**src/rtl/ea_pkg.sv**
```systemverilog
package ea_pkg;
  typedef enum logic [1:0] {
    SEG_ES = 2'b00,
    SEG_CS = 2'b01,
    SEG_SS = 2'b10,
    SEG_DS = 2'b11
  } seg_e;

  typedef enum logic [1:0] {
    MD_NODISP = 2'b00,
    MD_DISP8  = 2'b01,
    MD_DISP16 = 2'b10,
    MD_REG    = 2'b11
  } mod_e;

  localparam logic [2:0] RM_DIRECT = 3'b110;
endpackage

```
**src/rtl/ea_base_sel.sv**
```systemverilog
module ea_base_sel #(
  parameter int AW = 16
) (
  input  logic [2:0]    rm_i,
  input  logic          direct_i,
  input  logic [AW-1:0] bx_i,
  input  logic [AW-1:0] bp_i,
  input  logic [AW-1:0] si_i,
  input  logic [AW-1:0] di_i,
  output logic [AW-1:0] sum_o
);
  logic [AW-1:0] base_q, idx_q;

  always_comb begin
    base_q = '0;
    idx_q  = '0;
    if (!rm_i[2]) begin
      // paired modes: base in bit1, index in bit0
      base_q = rm_i[1] ? bp_i : bx_i;
      idx_q  = rm_i[0] ? di_i : si_i;
    end else begin
      unique case (rm_i[1:0])
        2'b00: idx_q  = si_i;
        2'b01: idx_q  = di_i;
        2'b10: base_q = direct_i ? '0 : bp_i;
        default: base_q = bx_i;
      endcase
    end
  end

  // modulo 2^AW
  assign sum_o = base_q + idx_q;
endmodule

```
**src/rtl/ea_disp_ext.sv**
```systemverilog
module ea_disp_ext #(
  parameter int AW = 16,
  parameter int SW = 8
) (
  input  logic [1:0]    mod_i,
  input  logic          direct_i,
  input  logic [AW-1:0] disp_i,
  output logic [AW-1:0] disp_o
);
  import ea_pkg::*;
  localparam int XW = AW - SW;

  logic [AW-1:0] short_ext;

  generate
    if (XW > 0) begin : g_ext
      assign short_ext = {{XW{disp_i[SW-1]}}, disp_i[SW-1:0]};
    end else begin : g_noext
      assign short_ext = disp_i;
    end
  endgenerate

  always_comb begin
    unique case (mod_e'(mod_i))
      MD_NODISP: disp_o = direct_i ? disp_i : '0;
      MD_DISP8:  disp_o = short_ext;
      MD_DISP16: disp_o = disp_i;
      default:   disp_o = '0;
    endcase
  end
endmodule

```
**src/rtl/ea_seg_sel.sv**
```systemverilog
module ea_seg_sel (
  input  logic [1:0]   mod_i,
  input  logic [2:0]   rm_i,
  output ea_pkg::seg_e seg_o
);
  import ea_pkg::*;

  logic bp_based;

  always_comb begin
    bp_based = 1'b0;
    if (rm_i[2:1] == 2'b01) bp_based = 1'b1;
    if (rm_i == RM_DIRECT && mod_i != MD_NODISP) bp_based = 1'b1;
    seg_o = bp_based ? SEG_SS : SEG_DS;
  end
endmodule

```
**src/rtl/ea_gen.sv**
```systemverilog
module ea_gen #(
  parameter int AW = 16,
  parameter int SW = 8,
  parameter int RW = 3
) (
  input  logic          clk_i,
  input  logic          rst_ni,
  input  logic          in_valid_i,
  input  logic [1:0]    mod_i,
  input  logic [RW-1:0] rm_i,
  input  logic          wide_i,
  input  logic [AW-1:0] disp_i,
  input  logic [AW-1:0] bx_i,
  input  logic [AW-1:0] bp_i,
  input  logic [AW-1:0] si_i,
  input  logic [AW-1:0] di_i,
  output logic          out_valid_o,
  output logic [AW-1:0] ea_o,
  output logic [1:0]    seg_o,
  output logic          reg_op_o,
  output logic [RW:0]   reg_idx_o
);
  import ea_pkg::*;

  logic          direct, is_reg;
  logic [AW-1:0] sum_c, disp_c, ea_c;
  seg_e          seg_c;

  assign is_reg = (mod_i == MD_REG);
  assign direct = (mod_i == MD_NODISP) && (rm_i == RM_DIRECT);

  ea_base_sel #(.AW(AW)) u_base (
    .rm_i     (rm_i),
    .direct_i (direct),
    .bx_i     (bx_i),
    .bp_i     (bp_i),
    .si_i     (si_i),
    .di_i     (di_i),
    .sum_o    (sum_c)
  );

  ea_disp_ext #(.AW(AW), .SW(SW)) u_disp (
    .mod_i    (mod_i),
    .direct_i (direct),
    .disp_i   (disp_i),
    .disp_o   (disp_c)
  );

  ea_seg_sel u_seg (
    .mod_i (mod_i),
    .rm_i  (rm_i),
    .seg_o (seg_c)
  );

  assign ea_c = sum_c + disp_c;

  always_ff @(posedge clk_i or negedge rst_ni) begin
    if (!rst_ni) begin
      out_valid_o <= 1'b0;
      ea_o        <= '0;
      seg_o       <= 2'b00;
      reg_op_o    <= 1'b0;
      reg_idx_o   <= '0;
    end else begin
      out_valid_o <= in_valid_i;
      if (in_valid_i) begin
        reg_op_o <= is_reg;
        if (is_reg) begin
          ea_o      <= '0;
          seg_o     <= 2'b00;
          reg_idx_o <= {wide_i, rm_i};
        end else begin
          ea_o      <= ea_c;
          seg_o     <= seg_c;
          reg_idx_o <= '0;
        end
      end
    end
  end
endmodule

```
**config.mk**
```make
export PLATFORM = sky130hd
export DESIGN_NAME = ea_gen
export DESIGN_NICKNAME = d
export VERILOG_FILES = /design/src/rtl/ea_pkg.sv /design/src/rtl/ea_base_sel.sv /design/src/rtl/ea_disp_ext.sv /design/src/rtl/ea_seg_sel.sv /design/src/rtl/ea_gen.sv
export SDC_FILE = /design/constraint.sdc
export NUM_CORES = 1
export LEC_CHECK = 0
export ABC_AREA = 1
export BUFFER_PORTS_ARGS = -buffer_cell sky130_fd_sc_hd__buf_2
export CAP_MARGIN = 20
export CORE_MARGIN = 2
export CORE_UTILIZATION = 54
export CTS_BUF_LIST = sky130_fd_sc_hd__clkbuf_8
export DETAILED_ROUTE_END_ITERATION = 6
export PLACE_DENSITY = 0.9
export SYNTH_ARGS = -nofsm -noshare
export SYNTH_HDL_FRONTEND = slang
export SYNTH_HIERARCHICAL = 1
export SYNTH_SLANG_ARGS = --single-unit
```
**constraint.sdc**
```tcl
create_clock -name clk_i -period 0.8 [get_ports clk_i]
set_clock_uncertainty 0.05 [all_clocks]
set_input_delay 0.16 -clock clk_i [delete_from_list [all_inputs] [get_ports clk_i]]
set_output_delay 0.16 -clock clk_i [all_outputs]
set_load 0.005 [all_outputs]
```
==> impl_results.md, run 1 <==
* Unique masters post-synth at 40
* Result of the run: stopped before the end
* Number of buffers created by CTS at 3
* Portion of the post-synthesis area used by sequential elements at 16.49%
* Err: [ERROR DPL-0038] Utilization greater than 100%, impossible to legalize
* Syn Std Cell Area at 0.003642 mm2
* Worst-slack endpoint at the end of global-route timing repair: ea_o[13]$_DFFE_PN0P_/D
* GPL Wtd Cong at 0.9182
* Root buffer cell: sky130_fd_sc_hd__clkbuf_8
* Step where the flow halted: global routing
* Maximum number of pins on one net before global-route repair at 25
* DIE HEIGHT at 86.13 um
* Initial standard-cell utilization of the core at 56.71%
* Cell type with the largest total area after synthesis: sky130_fd_sc_hd__nand2_1
* Worst endpoint type: sequential cell input
* H-Tree Depth at 1
* Post-Syn Area per Cell at 5.691 um2
* Total nets after synthesis at 761
* Max clock buf depth at 2
* Number of buffer cells added on primary ports at 112
* Number of flip-flops and latches in the synthesized netlist at 24
* Total of warnings raised by yosys at 6
* Number of top-level pins at 113
* Top-area cell type share of the netlist area at 24.53%
* Die W at 86.13 um
* Std-Cell Rows at 29
* Leading cell types by total area after synthesis: sky130_fd_sc_hd__nand2_1 (25%), sky130_fd_sc_hd__dfrtp_1 (16%), sky130_fd_sc_hd__ha_1 (10%)
* Number of sinks on the clock net at 24
* Number of instances in the synthesized netlist at 640
* Estimated wirelength of the detail-placed design at 9.163 mm
cells in the mapped netlist:
master and number:
sky130_fd_sc_hd__nand2_1 238, sky130_fd_sc_hd__inv_1 89, sky130_fd_sc_hd__nand3_1 71, sky130_fd_sc_hd__nor2_1 55, sky130_fd_sc_hd__ha_1 30, sky130_fd_sc_hd__dfrtp_1 24, sky130_fd_sc_hd__o21ai_0 20, sky130_fd_sc_hd__a21oi_1 19
sky130_fd_sc_hd__nand2_2 16, sky130_fd_sc_hd__inv_2 9, sky130_fd_sc_hd__nor2_2 7, sky130_fd_sc_hd__nor3_1 6, sky130_fd_sc_hd__xor2_1 6, sky130_fd_sc_hd__o21ai_1 5, sky130_fd_sc_hd__buf_6 4, sky130_fd_sc_hd__clkbuf_1 4
sky130_fd_sc_hd__a22o_1 3, sky130_fd_sc_hd__buf_2 3, sky130_fd_sc_hd__nand3b_1 3, sky130_fd_sc_hd__xnor2_1 3, sky130_fd_sc_hd__fa_1 2, sky130_fd_sc_hd__nand3_2 2, sky130_fd_sc_hd__nand4_1 2, sky130_fd_sc_hd__nor3_2 2
sky130_fd_sc_hd__or2_1 2, sky130_fd_sc_hd__a21o_1 1, sky130_fd_sc_hd__and2_1 1, sky130_fd_sc_hd__and2_4 1, sky130_fd_sc_hd__buf_1 1, sky130_fd_sc_hd__buf_12 1, sky130_fd_sc_hd__buf_4 1, sky130_fd_sc_hd__conb_1 1
sky130_fd_sc_hd__inv_4 1, sky130_fd_sc_hd__nand2_4 1, sky130_fd_sc_hd__nor2_4 1, sky130_fd_sc_hd__nor2_8 1, sky130_fd_sc_hd__o21ai_2 1, sky130_fd_sc_hd__o21bai_2 1, sky130_fd_sc_hd__or2_2 1, sky130_fd_sc_hd__or2_4 1
metrics by stage:
stage | cells | setup slack, ps | cell area [um2] | hold WS [ps] | TNS, ps
after global placement | 882 | -2538 | 4870 | 52.32 | -37980
after floorplan | 640 | -2205 | 3800 | -185.6 | -31060
after CTS | 908 | -2098 | 5653 | 57.70 | -37070
after detailed placement | 882 | -2618 | 4870 | 57.06 | -39340
logic make-up after synthesis:
kind of cell             count (synthesis)  share of synthesized area (%)
AND/OR/NAND/NOR                        411                          49.12
buffers and inverters                  113                          13.19
AO/OA/AOI/OAI                           50                          7.523
adder cells (fa/ha/maj)                 32                          11.41
flip-flops                              24                          16.49
XOR/XNOR                                 9                          2.164
other                                    1                         0.1030
what timing repair did:
action	CTS
endpoints found under the setup margin	43
pin swaps	75
endpoints found under the hold margin	24
resized for setup	124
setup buffers	21
hold buffers	1
cloned	1
==> run 2: changes to the inputs <==
Settings changed: CORE_UTILIZATION 54 to 40, CTS_BUF_LIST sky130_fd_sc_hd__clkbuf_8 to default, PLACE_DENSITY 0.9 to default, PLACE_DENSITY_LB_ADDON from default to 0.15.
==> run 2 against run 1 <==
Against the previous run: synthesized area is the same; synthesized cell count is the same; the flow now finishes, with violations (setup timing).
==> impl_results.md, run 2 <==
* Result of the run: finished with violations
* Violations in the final reports: setup timing
* Global-route track usage on met3 at 2.249%
* CP Max Fanout at 7
* CTS tree: yes
* Die W at 99.43 um (+15%)
* Max VDD drop at 0.9775 mV
* GRT busiest layer: met2
* Worst-skew pair later-pin latency at 270 ps
* Layout area overhead at 65.85%
* Number of instances in the synthesized netlist at 640 (unchanged)
* Number of max-slew violations in the final report at 0
* Sequential group share of total power at 16.2%
* Leading cell types by total area after synthesis: sky130_fd_sc_hd__nand2_1 (25%), sky130_fd_sc_hd__dfrtp_1 (16%), sky130_fd_sc_hd__ha_1 (10%)
* All-layer global routing usage at 24.78%
* Unrepaired setup endpoints after global routing: yes
* Critical-path top delay cell: sky130_fd_sc_hd__fa_2
* Unique masters post-synth at 40 (unchanged)
* Met2 GRT Util at 46.15%
* Time the final worst path needs with I/O delays and setup at 3074 ps
* Register clock-pin slew on the reported worst setup and hold paths at 90 ps
* Number of synthesized flops with an enable pin at 0 (unchanged)
* H-Tree Depth at 1 (unchanged)
* Critical path endpoint category: flip-flop
* Crit path max-delay family: simple AND/OR/NAND/NOR gates
* Highest Clock Rate at 325.3 MHz
* Share of total power consumed by net switching at 43.28%
* Commonest cells after routing, fill and taps aside: sky130_fd_sc_hd__nand2_1 (182), sky130_fd_sc_hd__buf_2 (109), sky130_fd_sc_hd__buf_4 (86)
* Cell type with the largest total area after synthesis: sky130_fd_sc_hd__nand2_1
* Number of sinks on the clock net at 24 (unchanged)
* Total via count in the routed design at 4725
* Worst path arrival time at 3180 ps
* Total nets after synthesis at 761 (unchanged)
* Std-Cell Rows at 34 (+17%)
* Maximum number of pins on one net before global-route repair at 25
* Initial standard-cell utilization of the core at 41.56% (-15 points)
* Synth async-reset ratio at 100.0% (unchanged)
* Sum of buffers and inverters on the critical path at 8
* Die Outline Area at 0.009885 mm2
* Switching Power at 4.462 mW
* Tot Pwr at 10.31 mW
* Crit-path max cell delay at 400 ps
* Startpoint kind of the worst setup timing path: input pin
* Antenna violations before repair at 0
* Vias per Instance at 4.927
* Wire length of the first global-routing pass at 20.42 mm
* Internal power component at 5.849 mW
* Number of flip-flops and latches in the synthesized netlist at 24 (unchanged)
* Clock network fraction of total power at 10.5%
* Routed wire per std cell at 12.89 um
* Estimated wirelength of the detail-placed design at 9.298 mm (+1.5%)
* Leak pwr at 3.434 nW
* Most common cell after layout, fill and taps aside: sky130_fd_sc_hd__nand2_1
* Share of power burned in combinational logic at 73.3%
* Number of top-level pins at 113 (unchanged)
* Max-cap violation count at 0
* DIE HEIGHT at 99.43 um (+15%)
* DRT Wirelength at 12.36 mm
* Max reg flops at 16
* GRT overflow at 0
* Root buffer cell: sky130_fd_sc_hd__clkbuf_8
* DRC violation total after the first TritonRoute iteration at 232
* Final design utilization at 68.93%
* Number of nets still failing antenna checks after routing at 0
* Total inserted antenna cells at 0
* Number of hold violations in the final report at 0
* Worst endpoint required time at 910 ps
* Std-Cell Core Area at 0.008763 mm2
* Final worst setup slack at -2274 ps
* Number of global-route vias before repair at 4670
* Portion of the clock cycle consumed by the worst path in the final layout at 384.2%
* Top flop regs: ea_o (16), reg_idx_o (4), seg_o (2)
* Largest register by flop count: ea_o
* Number of buffer cells added on primary ports at 112 (unchanged)
* Worst Hold Class: input pin to flip-flop
* Final setup violating endpoints at 42
* Most common flop cell mapped by yosys: sky130_fd_sc_hd__dfrtp_1
* Final Net Count at 973
* Max clock buf depth at 2 (unchanged)
* First-pass iteration count of the detailed router at 5
* Number of remaining DRC errors at 0
* Number of buffers created by CTS at 3 (unchanged)
* Top-area cell type share of the netlist area at 24.53% (unchanged)
* Total of warnings raised by yosys at 6 (unchanged)
* Power per cell area at 1707 mW/mm2
* Classification of the worst setup path: input pin to flip-flop
* Critical Path Most Common Cell: sky130_fd_sc_hd__buf_4
* Syn Std Cell Area at 0.003642 mm2 (unchanged)
* Post-Syn Area per Cell at 5.691 um2 (unchanged)
* Met1 layer usage reported by global route at 31.42%
* GPL Wtd Cong at 0.8991 (-2.1%)
* Fraction of final layout cells with drive strength greater than 1 at 48.65%
* Dominant cell by count in the synthesized netlist: sky130_fd_sc_hd__nand2_1
* Cell types with the highest counts after synthesis: sky130_fd_sc_hd__nand2_1 (238), sky130_fd_sc_hd__inv_1 (89), sky130_fd_sc_hd__nand3_1 (71)
* Portion of the post-synthesis area used by sequential elements at 16.49% (unchanged)
[run 2: cell counts after synthesis]
Identical to the previous run, type by type.
[run 2: area by class of cell]
type | instances | area (um2)
tap | 108 | 135.1
multi-input combinational | 503 | 3334
timing repair inverter | 1 | 7.507
clock inverter | 1 | 30.03
clock buffer | 3 | 41.29
inverter | 99 | 391.6
timing repair buffer | 220 | 1500
sequential | 24 | 600.6
fill | 757 | 2723
[run 2: per-layer routing]
| metal | vias to the layer above | share of wire, % | wire length, um |
|---|---|---|---|
| met2 | 104 | 51 | 6273 |
| met4 | 0 | 1.4 | 172 |
| met1 | 2192 | 44 | 5428 |
| met3 | 14 | 3.9 | 488 |
| met5 | - | 0 | 0 |
| li1 | 2415 | - | - |
[run 2: worst reg2reg max path, delay by kind of cell (launching register included)]
kind          cells  cell delay (ps)
buf+inv           2              250
flops             1              380
simple gates      2              100
[run 2: power groups by stage]
stage	registers, mW	clock network [mW]	logic [mW]
finish	1.67	1.08	7.56
global route	1.71	1.15	8.31
CTS	1.67	1.09	6.59
detailed placement	1.69	0	5.32
global placement	1.68	0	5.24
floorplan	1.72	0	3.28
[run 2: kinds of logic after synthesis]
kind of cell	Yosys count	synth area share (%)
other	1	0.1030
DFF	24	16.49
adders and majority gates	32	11.41
buffers and inverters	113	13.19
AOI/OAI and AO/OA	50	7.523
xor gates and xnor gates	9	2.164
and+or+nand+nor	411	49.12
[run 2: timing repair]
| item | in CTS | in global routing |
|---|---|---|
| pin swaps | 58 | 49 |
| buffers inserted | 29 | 22 |
| resized for setup | 122 | 50 |
| gates cloned | 1 | 0 |
| endpoints found under the hold margin | 24 | 0 |
| endpoints found under the setup margin | 43 | 43 |
| hold buffers | 1 | 0 |
[run 2: stage by stage]
stage	setup slack [ps]	std cells	area (um2)	hold slack, ps	setup TNS, ps
floorplan	-2205	640	3800	-185.6	-31060
global placement	-2572	911	4881	53.40	-38420
detailed placement	-2642	911	4881	60.02	-39360
CTS	-2101	941	5700	64.71	-34600
global route	-2514	959	6041	83.74	-41050
finish	-2274	959	6041	59.18	-37590
[run 2: final timing paths]
| path | slack (ps) | end | cells past startpoint | startpoint |
|---|---|---|---|---|
| setup / recovery | -2270 | ea_o[7] | 25 | rm_i[0] |
| hold / removal | 60 | reg_idx_o[3] | 3 | wide_i |
| setup reg to reg | -80 | ea_o[10] | 4 | ea_o[10] |
| hold reg to reg | 430 | ea_o[11] | 2 | ea_o[11] |
| max in group asynchronous | 220 | ea_o[4] | 3 | rst_ni |
| min in group asynchronous | 330 | ea_o[6] | 3 | rst_ni |
No activity file was read; power rests on OpenSTA's default activity.
